==> src/rtl/tmr_pkg.sv <==
package tmr_pkg;
  localparam int CNT_W  = 8;
  localparam int PRE_W  = 5;
  localparam int CFG_W  = 4;
  localparam int NCH    = 2;
  localparam int ADDR_W = 8;

  localparam logic [ADDR_W-1:0] A_CTRL = 8'h88;
  localparam logic [ADDR_W-1:0] A_MODE = 8'h89;
  localparam logic [ADDR_W-1:0] A_LO0  = 8'h8A;
  localparam logic [ADDR_W-1:0] A_HI0  = 8'h8C;
  localparam logic [ADDR_W-1:0] A_SEL  = 8'h8E;

  typedef enum logic [1:0] {
    FMT_13     = 2'b00,
    FMT_16     = 2'b01,
    FMT_RELOAD = 2'b10,
    FMT_SPLIT  = 2'b11
  } fmt_e;

  typedef struct packed {
    logic gate;
    logic ext;
    fmt_e fmt;
  } chan_cfg_t;
endpackage

==> src/rtl/tmr_prescale.sv <==
module tmr_prescale #(
  parameter int DIV = 12
) (
  input  logic clk,
  input  logic rst_n,
  output logic tick
);
  localparam int CW = (DIV < 2) ? 1 : $clog2(DIV);
  localparam logic [CW-1:0] LAST = CW'(DIV - 1);

  logic [CW-1:0] cnt_q;

  always_ff @(posedge clk or negedge rst_n) begin
    if (!rst_n)            cnt_q <= '0;
    else if (cnt_q == LAST) cnt_q <= '0;
    else                    cnt_q <= cnt_q + 1'b1;
  end

  assign tick = (cnt_q == LAST);
endmodule

==> src/rtl/tmr_fall_det.sv <==
module tmr_fall_det (
  input  logic clk,
  input  logic rst_n,
  input  logic pin,
  output logic fall
);
  logic samp_q, prev_q;

  always_ff @(posedge clk or negedge rst_n) begin
    if (!rst_n) begin
      samp_q <= 1'b1;
      prev_q <= 1'b1;
    end else begin
      samp_q <= pin;
      prev_q <= samp_q;
    end
  end

  assign fall = prev_q & ~samp_q;
endmodule

==> src/rtl/tmr_channel.sv <==
module tmr_channel
  import tmr_pkg::*;
#(
  parameter bit HAS_SPLIT = 1'b0
) (
  input  logic             clk,
  input  logic             rst_n,
  input  fmt_e             fmt,
  input  logic             step_main,
  input  logic             step_split,
  input  logic             wr_lo,
  input  logic             wr_hi,
  input  logic [CNT_W-1:0] wdata,
  output logic [CNT_W-1:0] lo_q,
  output logic [CNT_W-1:0] hi_q,
  output logic             ovf_main,
  output logic             ovf_split
);
  localparam int W13 = CNT_W + PRE_W;
  localparam int W16 = 2 * CNT_W;
  localparam logic [CNT_W-1:0] BYTE_MAX = '1;

  logic             busy, go, go_s;
  logic [W13:0]     sum13;
  logic [W16:0]     sum16;
  logic [CNT_W-1:0] lo_n, hi_n;

  assign busy  = wr_lo | wr_hi;
  assign go    = step_main & ~busy;
  assign go_s  = step_split & ~busy;
  assign sum13 = {1'b0, hi_q, lo_q[PRE_W-1:0]} + (W13 + 1)'(1);
  assign sum16 = {1'b0, hi_q, lo_q} + (W16 + 1)'(1);

  always_comb begin
    lo_n      = lo_q;
    hi_n      = hi_q;
    ovf_main  = 1'b0;
    ovf_split = 1'b0;
    unique case (fmt)
      FMT_13: if (go) begin
        hi_n              = sum13[W13-1:PRE_W];
        lo_n[PRE_W-1:0]   = sum13[PRE_W-1:0];
        ovf_main          = sum13[W13];
      end
      FMT_16: if (go) begin
        {hi_n, lo_n} = sum16[W16-1:0];
        ovf_main     = sum16[W16];
      end
      FMT_RELOAD: if (go) begin
        if (lo_q == BYTE_MAX) begin
          lo_n     = hi_q;
          ovf_main = 1'b1;
        end else begin
          lo_n = lo_q + 1'b1;
        end
      end
      FMT_SPLIT: if (HAS_SPLIT) begin
        if (go) begin
          lo_n     = lo_q + 1'b1;
          ovf_main = (lo_q == BYTE_MAX);
        end
        if (go_s) begin
          hi_n      = hi_q + 1'b1;
          ovf_split = (hi_q == BYTE_MAX);
        end
      end
      default: ;
    endcase
  end

  always_ff @(posedge clk or negedge rst_n) begin
    if (!rst_n) begin
      lo_q <= '0;
      hi_q <= '0;
    end else begin
      lo_q <= wr_lo ? wdata : lo_n;
      hi_q <= wr_hi ? wdata : hi_n;
    end
  end
endmodule

==> src/rtl/dual_tmr_unit.sv <==
module dual_tmr_unit
  import tmr_pkg::*;
#(
  parameter int DIV = 12
) (
  input  logic              clk,
  input  logic              rst_n,
  input  logic [ADDR_W-1:0] reg_addr,
  input  logic              reg_wr_en,
  input  logic [CNT_W-1:0]  reg_wr_data,
  output logic [CNT_W-1:0]  reg_rd_data,
  input  logic              t0_cnt_pin,
  input  logic              t1_cnt_pin,
  input  logic              t0_gate_pin,
  input  logic              t1_gate_pin
);
  localparam int CTRL_W = 2 * NCH;

  logic [NCH*CFG_W-1:0]      mode_reg;
  logic [CTRL_W-1:0]         ctrl_reg;
  logic [NCH-1:0]            sel_reg;
  logic                      tick12;
  logic [NCH-1:0]            cnt_pin, gate_pin, fall, tick_ch, run_bit;
  logic [NCH-1:0]            step_main, step_split, wr_lo, wr_hi;
  logic [NCH-1:0]            ovf_main, ovf_split, flag_set;
  logic [NCH-1:0][CNT_W-1:0] lo_q, hi_q;
  logic                      split0, wr_ctrl, wr_mode, wr_sel;
  logic [CTRL_W-1:0]         ctrl_base, flag_mask;

  assign cnt_pin  = {t1_cnt_pin, t0_cnt_pin};
  assign gate_pin = {t1_gate_pin, t0_gate_pin};
  assign wr_ctrl  = reg_wr_en && (reg_addr == A_CTRL);
  assign wr_mode  = reg_wr_en && (reg_addr == A_MODE);
  assign wr_sel   = reg_wr_en && (reg_addr == A_SEL);

  tmr_prescale #(.DIV(DIV)) u_pre (
    .clk  (clk),
    .rst_n(rst_n),
    .tick (tick12)
  );

  for (genvar i = 0; i < NCH; i++) begin : g_ch
    chan_cfg_t cfg;
    logic      evt;

    assign cfg        = chan_cfg_t'(mode_reg[i*CFG_W +: CFG_W]);
    assign run_bit[i] = ctrl_reg[2*i];
    assign tick_ch[i] = sel_reg[i] | tick12;
    assign evt        = cfg.ext ? fall[i] : tick_ch[i];
    assign step_main[i] = run_bit[i] & (~cfg.gate | gate_pin[i]) & evt;
    assign wr_lo[i]   = reg_wr_en && (reg_addr == A_LO0 + ADDR_W'(i));
    assign wr_hi[i]   = reg_wr_en && (reg_addr == A_HI0 + ADDR_W'(i));

    if (i == 0) begin : g_split_src
      assign step_split[i] = ctrl_reg[2] & tick_ch[0];
    end else begin : g_no_split
      assign step_split[i] = 1'b0;
    end

    tmr_fall_det u_fall (
      .clk  (clk),
      .rst_n(rst_n),
      .pin  (cnt_pin[i]),
      .fall (fall[i])
    );

    tmr_channel #(.HAS_SPLIT(i == 0)) u_chan (
      .clk       (clk),
      .rst_n     (rst_n),
      .fmt       (cfg.fmt),
      .step_main (step_main[i]),
      .step_split(step_split[i]),
      .wr_lo     (wr_lo[i]),
      .wr_hi     (wr_hi[i]),
      .wdata     (reg_wr_data),
      .lo_q      (lo_q[i]),
      .hi_q      (hi_q[i]),
      .ovf_main  (ovf_main[i]),
      .ovf_split (ovf_split[i])
    );
  end

  assign split0      = (mode_reg[1:0] == FMT_SPLIT);
  assign flag_set[0] = ovf_main[0];
  assign flag_set[1] = split0 ? ovf_split[0] : ovf_main[1];

  always_comb begin
    flag_mask = '0;
    for (int i = 0; i < NCH; i++) flag_mask[2*i+1] = flag_set[i];
  end

  assign ctrl_base = wr_ctrl ? reg_wr_data[CTRL_W-1:0] : ctrl_reg;

  always_ff @(posedge clk or negedge rst_n) begin
    if (!rst_n) begin
      mode_reg <= '0;
      ctrl_reg <= '0;
      sel_reg  <= '0;
    end else begin
      ctrl_reg <= ctrl_base | flag_mask;
      if (wr_mode) mode_reg <= reg_wr_data[NCH*CFG_W-1:0];
      if (wr_sel)  sel_reg  <= reg_wr_data[NCH-1:0];
    end
  end

  always_comb begin
    reg_rd_data = '0;
    unique case (reg_addr)
      A_CTRL:                reg_rd_data = CNT_W'(ctrl_reg);
      A_MODE:                reg_rd_data = CNT_W'(mode_reg);
      A_SEL:                 reg_rd_data = CNT_W'(sel_reg);
      A_LO0:                 reg_rd_data = lo_q[0];
      A_LO0 + ADDR_W'(1):    reg_rd_data = lo_q[1];
      A_HI0:                 reg_rd_data = hi_q[0];
      A_HI0 + ADDR_W'(1):    reg_rd_data = hi_q[1];
      default:               reg_rd_data = '0;
    endcase
  end
endmodule

==> config.mk <==
export PLATFORM = sky130hd
export DESIGN_NAME = dual_tmr_unit
export DESIGN_NICKNAME = d
export VERILOG_FILES = /design/src/rtl/tmr_pkg.sv /design/src/rtl/tmr_prescale.sv /design/src/rtl/tmr_fall_det.sv /design/src/rtl/tmr_channel.sv /design/src/rtl/dual_tmr_unit.sv
export SDC_FILE = /design/constraint.sdc
export NUM_CORES = 1
export LEC_CHECK = 0
export ABC_AREA = 0
export BUFFER_PORTS_ARGS = -buffer_cell sky130_fd_sc_hd__buf_4
export CORE_MARGIN = 5
export CORE_UTILIZATION = 40
export CTS_BUF_LIST = sky130_fd_sc_hd__clkbuf_4 sky130_fd_sc_hd__clkbuf_8
export DETAILED_ROUTE_END_ITERATION = 16
export GPL_ROUTABILITY_DRIVEN = 0
export GPL_TIMING_DRIVEN = 0
export HOLD_SLACK_MARGIN = 0.1
export MAX_ROUTING_LAYER = met4
export PLACE_DENSITY_LB_ADDON = 0.1
export SLEW_MARGIN = 25
export SYNTH_ARGS = -nofsm -noshare
export SYNTH_HDL_FRONTEND = slang
export SYNTH_SLANG_ARGS = --single-unit
export TNS_END_PERCENT = 20
==> constraint.sdc <==
create_clock -name clk -period 3.2 [get_ports clk]
set_input_delay 0.16 -clock clk [delete_from_list [all_inputs] [get_ports clk]]
set_output_delay 0.16 -clock clk [all_outputs]
set_load 0.02 [all_outputs]
==> key figures, run 1 <==
Run status
  • Status: finished clean

Die
  • Site row count: 37
  • Die width: 113.4 um
  • IO Count: 31
  • Initial Util: 41.28%
  • DIE HEIGHT: 113.4 um
  • Core Area: 10,370 um2
  • DIE AREA: 12,870 um2

Yosys
  • EDFF count, synth: 0
  • Syn Inst Count: 500
  • FFs w/ async S/R, synth: 100.0%
  • Sequential fraction of the synthesis area: 31.69%
  • Synth Register Bits: 54
  • Synthesized cell area: 4280 um2
  • Mean Syn Cell Area: 8.561 um2
  • Post-synth top flop: dfrtp_1
  • Synth Warn #: 0
  • Syn_nets: 536
  • Number of distinct library cells after synthesis: 62

Critical path
  • CP endpoint kind: flop
  • Crit path max fanout: 10
  • Worst Path Required: 3.44 ns
  • Startpoint class of the critical path: flop
  • Crit path DAT: 2.84 ns
  • WS Path Type: reg -> reg

Cells and area
  • Final non-filler cell total: 675
  • Fin nets: 574
  • Antenna diodes: 0
  • Fin area: 4817 um2
  • Most common cell after layout, fill and taps aside: nand2_1
  • Share of cells above drive strength 1: 15.96%
  • Most frequent cells in the layout: nand2_1 (57), dfrtp_1 (50), nor2_1 (39)
  • Area grow syn2layout: 12.54%

GRT
  • First-pass GRT wire length: 21,220 um
  • GR Overflow Total: 0
  • Initial antenna violation count: 0
  • Vias in the first global route: 3,869
  • Largest net degree at the start of global routing: 55
  • Overall Global Routing Usage: 21.33%

Timing
  • Fin crit share: 81.00%
  • Period minus WS final: 2.592 ns
  • Worst-Margin Slew: 0.8301 ns
  • RSZ-0062 raised after global routing: no
  • Max-slew violations: 0
  • Hold slack: 0.1096 ns
  • Maximum clock frequency: 0.3858 GHz
  • Slew HR: 44.20%
  • Count of final setup violators: 0
  • Fin. Hold Viols: 0
  • Clock skew: 0.005773 ns
  • Total Negative Setup Slacks: 0 ns

Power and ir drop
  • VDD IR max: 0.3058 mV
  • Total power draw: 2282 uW
  • Pwr dens: 473.8 nW/um2
  • Pleak: 0.001987 uW

Routing
  • WL final: 13,230 um
  • Iter 0 DRT Violations: 254
  • DRT antenna net count: 0
  • Routed len/inst: 19.60 um
  • Number of vias per cell: 6.007
  • Drt pass-1 iters: 5
  • Residual DRC: 0
  • Via count: 4,055

CTS
  • Worst-skew pair later-pin latency: 0.32 ns
  • CTS root buffer: clkbuf_8
  • Clk pin slew, worst setup/hold paths: 0.11 ns
  • Post-CTS Resized: 0
  • Clock Path Buffers: 2
  • # clock sinks: 54
  • CTS Buf Count: 5
  • # H-tree levels: 2
  • TritonCTS clock tree: built

Place
  • Hpwl dp: 10,090 um
  • Placed cells: 663
  • Placement Cell Area: 4659 um2
  • PortBufs: 27

Run
  • Max-Cap Viols: 0

Worst hold path
  • Hold Path Class: in -> reg
cell families after synthesis:
group,synth area share [%]
adders and majority gates,3.800
buffers and inverters,5.086
xor gates and xnor gates,3.069
muxes,14.41
and+or+nand+nor,24.29
AOI/OAI and AO/OA,17.66
DFF,31.69
timing repair:
item,4_1_cts,5_1_grt
hold buffers,4,0
endpoints found under the hold margin,53,0
setup buffers,0,0
power breakdown:
| part | total (uW) | switching, uW | internal, uW | leakage (uW) |
|---|---|---|---|---|
| combinational | 825 | 444 | 381 | 0.00124 |
| sequential | 958 | 170 | 788 | 0.000694 |
| clock | 499 | 260 | 239 | 0.0000563 |
metrics by stage:
step           setup slack [ns]  utilization, %
4_1_cts                  0.6385           46.45
2_1_floorplan             1.092               -
6_report                 0.6079           46.45
3_5_place_dp             0.6832           44.93
5_1_grt                  0.3439           46.45
3_3_place_gp             0.2131           44.87
synth_stat cells, types with 4 or more instances:
| master | number | area (um2) |
|---|---|---|
| a211oi_1 | 4 | 30.03 |
| a21oi_1 | 20 | 100.1 |
| a221o_1 | 9 | 90.09 |
| a221oi_1 | 4 | 35.03 |
| a22oi_1 | 9 | 67.56 |
| a31oi_1 | 7 | 43.79 |
| and3_1 | 7 | 43.79 |
| and4_1 | 4 | 35.03 |
| buf_2 | 6 | 30.03 |
| clkbuf_1 | 25 | 93.84 |
| dfrtp_1 | 50 | 1251 |
| dfstp_2 | 4 | 105.1 |
| ha_1 | 13 | 162.7 |
| inv_1 | 14 | 52.55 |
| mux2_2 | 23 | 259.0 |
| mux2i_1 | 26 | 260.3 |
| nand2_1 | 57 | 214.0 |
| nand2b_1 | 4 | 25.02 |
| nand3_1 | 26 | 130.1 |
| nand4_1 | 13 | 81.33 |
| nor2_1 | 39 | 146.4 |
| nor2b_1 | 4 | 25.02 |
| nor3_1 | 18 | 90.09 |
| nor3b_1 | 4 | 30.03 |
| o211ai_1 | 7 | 52.55 |
| o21ai_0 | 30 | 150.1 |
| or2_2 | 4 | 25.02 |
| xnor2_1 | 9 | 78.83 |
| xor2_1 | 6 | 52.55 |
area by class of cell:
cell class / instances / area, um2
multi-input cells: 395 / 2713
well taps: 136 / 170.2
fillers: 1052 / 5553
plain buffers: 37 / 165.2
flip-flops and latches: 54 / 1356
clock buffers: 5 / 68.82
clock inverters: 3 / 48.80
repair buffers: 31 / 242.7
inverters: 14 / 52.55
path summary, 6_finish.rpt:
| kind | start | to | cells past startpoint | slack (ns) |
|---|---|---|---|---|
| worst max register to register | g_ch[0].u_chan.lo_q[0] | g_ch[0].u_chan.lo_q[4] | 8 | 0.61 |
| max in group asynchronous | rst_n | g_ch[0].u_chan.hi_q[7] | 2 | 2.30 |
| worst max-delay path | g_ch[0].u_chan.lo_q[0] | g_ch[0].u_chan.lo_q[4] | 8 | 0.61 |
| worst min-delay path | reg_wr_data[7] | g_ch[1].u_chan.hi_q[7] | 2 | 0.11 |
| min in group asynchronous | rst_n | g_ch[0].u_chan.hi_q[1] | 2 | 0.41 |
| worst min register to register | g_ch[0].u_fall.samp_q | g_ch[0].u_fall.prev_q | 0 | 0.38 |
critical path, stage by stage, from the launching register on:
cell	delay, ns
dfrtp_1	0.57
ha_1	0.30
nand4_1	0.22
or2_2	0.34
buf_2	0.19
nor3b_1	0.43
a211o_1	0.19
o21ai_0	0.10
a21oi_1	0.18
per-layer routing:
layer	GRT usage [%]	vias to the layer above	part of all wire [%]
li1	-	1924	-
met1	26.82	2007	44
met2	36.26	105	50
met3	2.706	19	4.4
met4	5.929	0	1.7
met5	-	-	0
Note: power is estimated with default switching activity, not from simulation.
==> run 2: changes to the inputs <==
==> constraint.sdc (replaced) <==
create_clock -name clk -period 2.1 [get_ports clk]
set_input_delay 0.105 -clock clk [delete_from_list [all_inputs] [get_ports clk]]
set_output_delay 0.105 -clock clk [all_outputs]
set_load 0.02 [all_outputs]
==> run 2 against run 1 <==
The flow now finishes with violations (negative setup slack). Combinational power up 82%. Critical path depth unchanged. Total power up 57%. Worst setup slack worse by 0.65 ns. Clock power up 31%. Sequential cell count unchanged. Largest cell class unchanged. Critical path type unchanged. Non-clock buffer count up 13. Cell area up 6.5%. Die area unchanged. Via count up 2.4%.
==> key figures, run 2 (same netlist as run 1, synthesis figures left out) <==
Run status
  • Status: complete, but fails checks
  • Violated checks: negative setup slack

CTS
  • Clk pin slew, worst setup/hold paths: 0.12 ns
  • CTS Buf Count: 5
  • # H-tree levels: 2
  • Clock Path Buffers: 2
  • # clock sinks: 54
  • Worst-skew pair later-pin latency: 0.32 ns
  • TritonCTS clock tree: built
  • CTS root buffer: clkbuf_8

Die
  • Core Area: 10,370 um2
  • DIE HEIGHT: 113.4 um
  • Die width: 113.4 um
  • DIE AREA: 12,870 um2
  • Initial Util: 41.28%
  • IO Count: 31
  • Site row count: 37

Run
  • Max-Cap Viols: 0

Place
  • Hpwl dp: 10,110 um
  • PortBufs: 27
  • Placed cells: 663
  • Dpl ws: -0.3960 ns

Timing
  • Slew HR: 50.23%
  • Worst-Margin Slew: 0.7465 ns
  • Final WS setup: -0.04106 ns
  • Fin. Hold Viols: 0
  • Max-slew violations: 0
  • Fin crit share: 102.0%
  • Maximum clock frequency: 0.4671 GHz
  • RSZ-0062 raised after global routing: yes
  • Count of final setup violators: 2
  • Period minus WS final: 2.141 ns
  • Clock skew: 0.01015 ns

Worst hold path
  • Hold Startpoint: reg_wr_data[2]
  • WHS Path Cells: 2
  • Hold EP: ctrl_reg[2]
  • Hold Path Class: in -> reg

Cells and area
  • Most frequent cells in the layout: nand2_1 (56), buf_4 (44), dfrtp_1 (42)
  • Area grow syn2layout: 19.82%
  • Antenna diodes: 0
  • Final non-filler cell total: 688
  • Fin nets: 587
  • Most common cell after layout, fill and taps aside: nand2_1
  • Share of cells above drive strength 1: 25.54%

Routing
  • Number of vias per cell: 6.038
  • Iter 0 DRT Violations: 304
  • WL final: 13,770 um
  • Routed len/inst: 20.01 um
  • Via count: 4,154
  • Residual DRC: 0
  • Drt pass-1 iters: 5
  • DRT antenna net count: 0

Critical path
  • R2R depth: 8
  • Worst R2R End: g_ch[1].u_chan.hi_q[5]
  • Crit path DAT: 2.35 ns
  • R2r setup slk: -0.04 ns
  • Startpoint class of the critical path: flop
  • CP endpoint kind: flop
  • Reg2Reg Launch Point: mode_reg[5]
  • Worst Path Required: 2.31 ns
  • Crit path max fanout: 5
  • WS Path Type: reg -> reg

GRT
  • GR Overflow Total: 0
  • Largest net degree at the start of global routing: 55
  • Vias in the first global route: 4,101
  • Initial antenna violation count: 0
  • Overall Global Routing Usage: 21.94%
  • First-pass GRT wire length: 21,840 um

Power and ir drop
  • Pwr dens: 698.6 nW/um2
  • Pleak: 0.002108 uW
  • VDD IR max: 0.4258 mV
-- run 2: where the power goes --
group          internal [uW]  switching (uW)  leakage [uW]
combinational            706             797       0.00137
clock                    249             403     0.0000502
sequential              1210             219      0.000684
-- run 2: area by class of cell --
type | count | area [um2]
Timing Repair Buffer | 51 | 406.6
Clock inverter | 3 | 28.78
Fill cell | 1030 | 5241
Clock buffer | 5 | 68.82
Inverter | 14 | 52.55
Sequential cell | 54 | 1366
Tap cell | 136 | 170.2
Buffer | 30 | 150.1
Multi-Input combinational cell | 395 | 2885
-- run 2: how the worst max path moves through the flow --
stage	from	endpoint	slack, ns	depth (start not counted)
after floorplan	u_pre.cnt_q[0]	g_ch[0].u_chan.hi_q[1]	0.03	8
after CTS	g_ch[1].u_chan.lo_q[0]	g_ch[1].u_chan.hi_q[5]	-0.04	8
after detailed placement	reg_addr[4]	g_ch[1].u_chan.hi_q[5]	-0.40	7
final	mode_reg[5]	g_ch[1].u_chan.hi_q[5]	-0.04	8
after global routing	mode_reg[5]	g_ch[1].u_chan.hi_q[5]	-0.11	8
after global placement	reg_addr[4]	g_ch[1].u_chan.hi_q[5]	-0.81	7
-- run 2: critical path, cell delays in order, from the launching register on --
cell	delay [ns]
dfrtp_2	0.48
inv_2	0.10
ha_4	0.15
and4_4	0.25
a32o_2	0.19
nor2b_4	0.16
nand4_1	0.13
mux2_4	0.30
a221o_1	0.28
-- run 2: stage by stage --
| stage | utilization, % | cell area (um2) | total power (uW) | TNS (ns) | hold slack (ns) |
|---|---|---|---|---|---|
| floorplan | - | 4285 | 2332 | 0 | -0.1906 |
| global placement | 44.92 | 4658 | 2694 | -11.79 | 0.1987 |
| detailed placement | 44.98 | 4664 | 2727 | -9.620 | 0.2125 |
| CTS | 48.47 | 5026 | 3509 | -0.1018 | 0.1048 |
| global route | 49.46 | 5129 | 3842 | -0.4281 | 0.1028 |
| finish | 49.46 | 5129 | 3583 | -0.05529 | 0.1132 |
-- run 2: layer usage --
layer  GRT usage [%]  vias to the layer above  share of wire [%]
li1                -                     1951                  -
met1           27.11                     2019                 43
met2           36.97                      152                 50
met3           3.395                       32                4.7
met4           6.971                        0                2.3
met5               -                        -                  0
-- run 2: what timing repair did --
item,4_1_cts,5_1_grt
endpoints found under the setup margin,38,36
endpoints found under the hold margin,64,0
hold buffers,8,0
pin swaps,6,7
buffers inserted,9,7
gates resized for setup,37,21
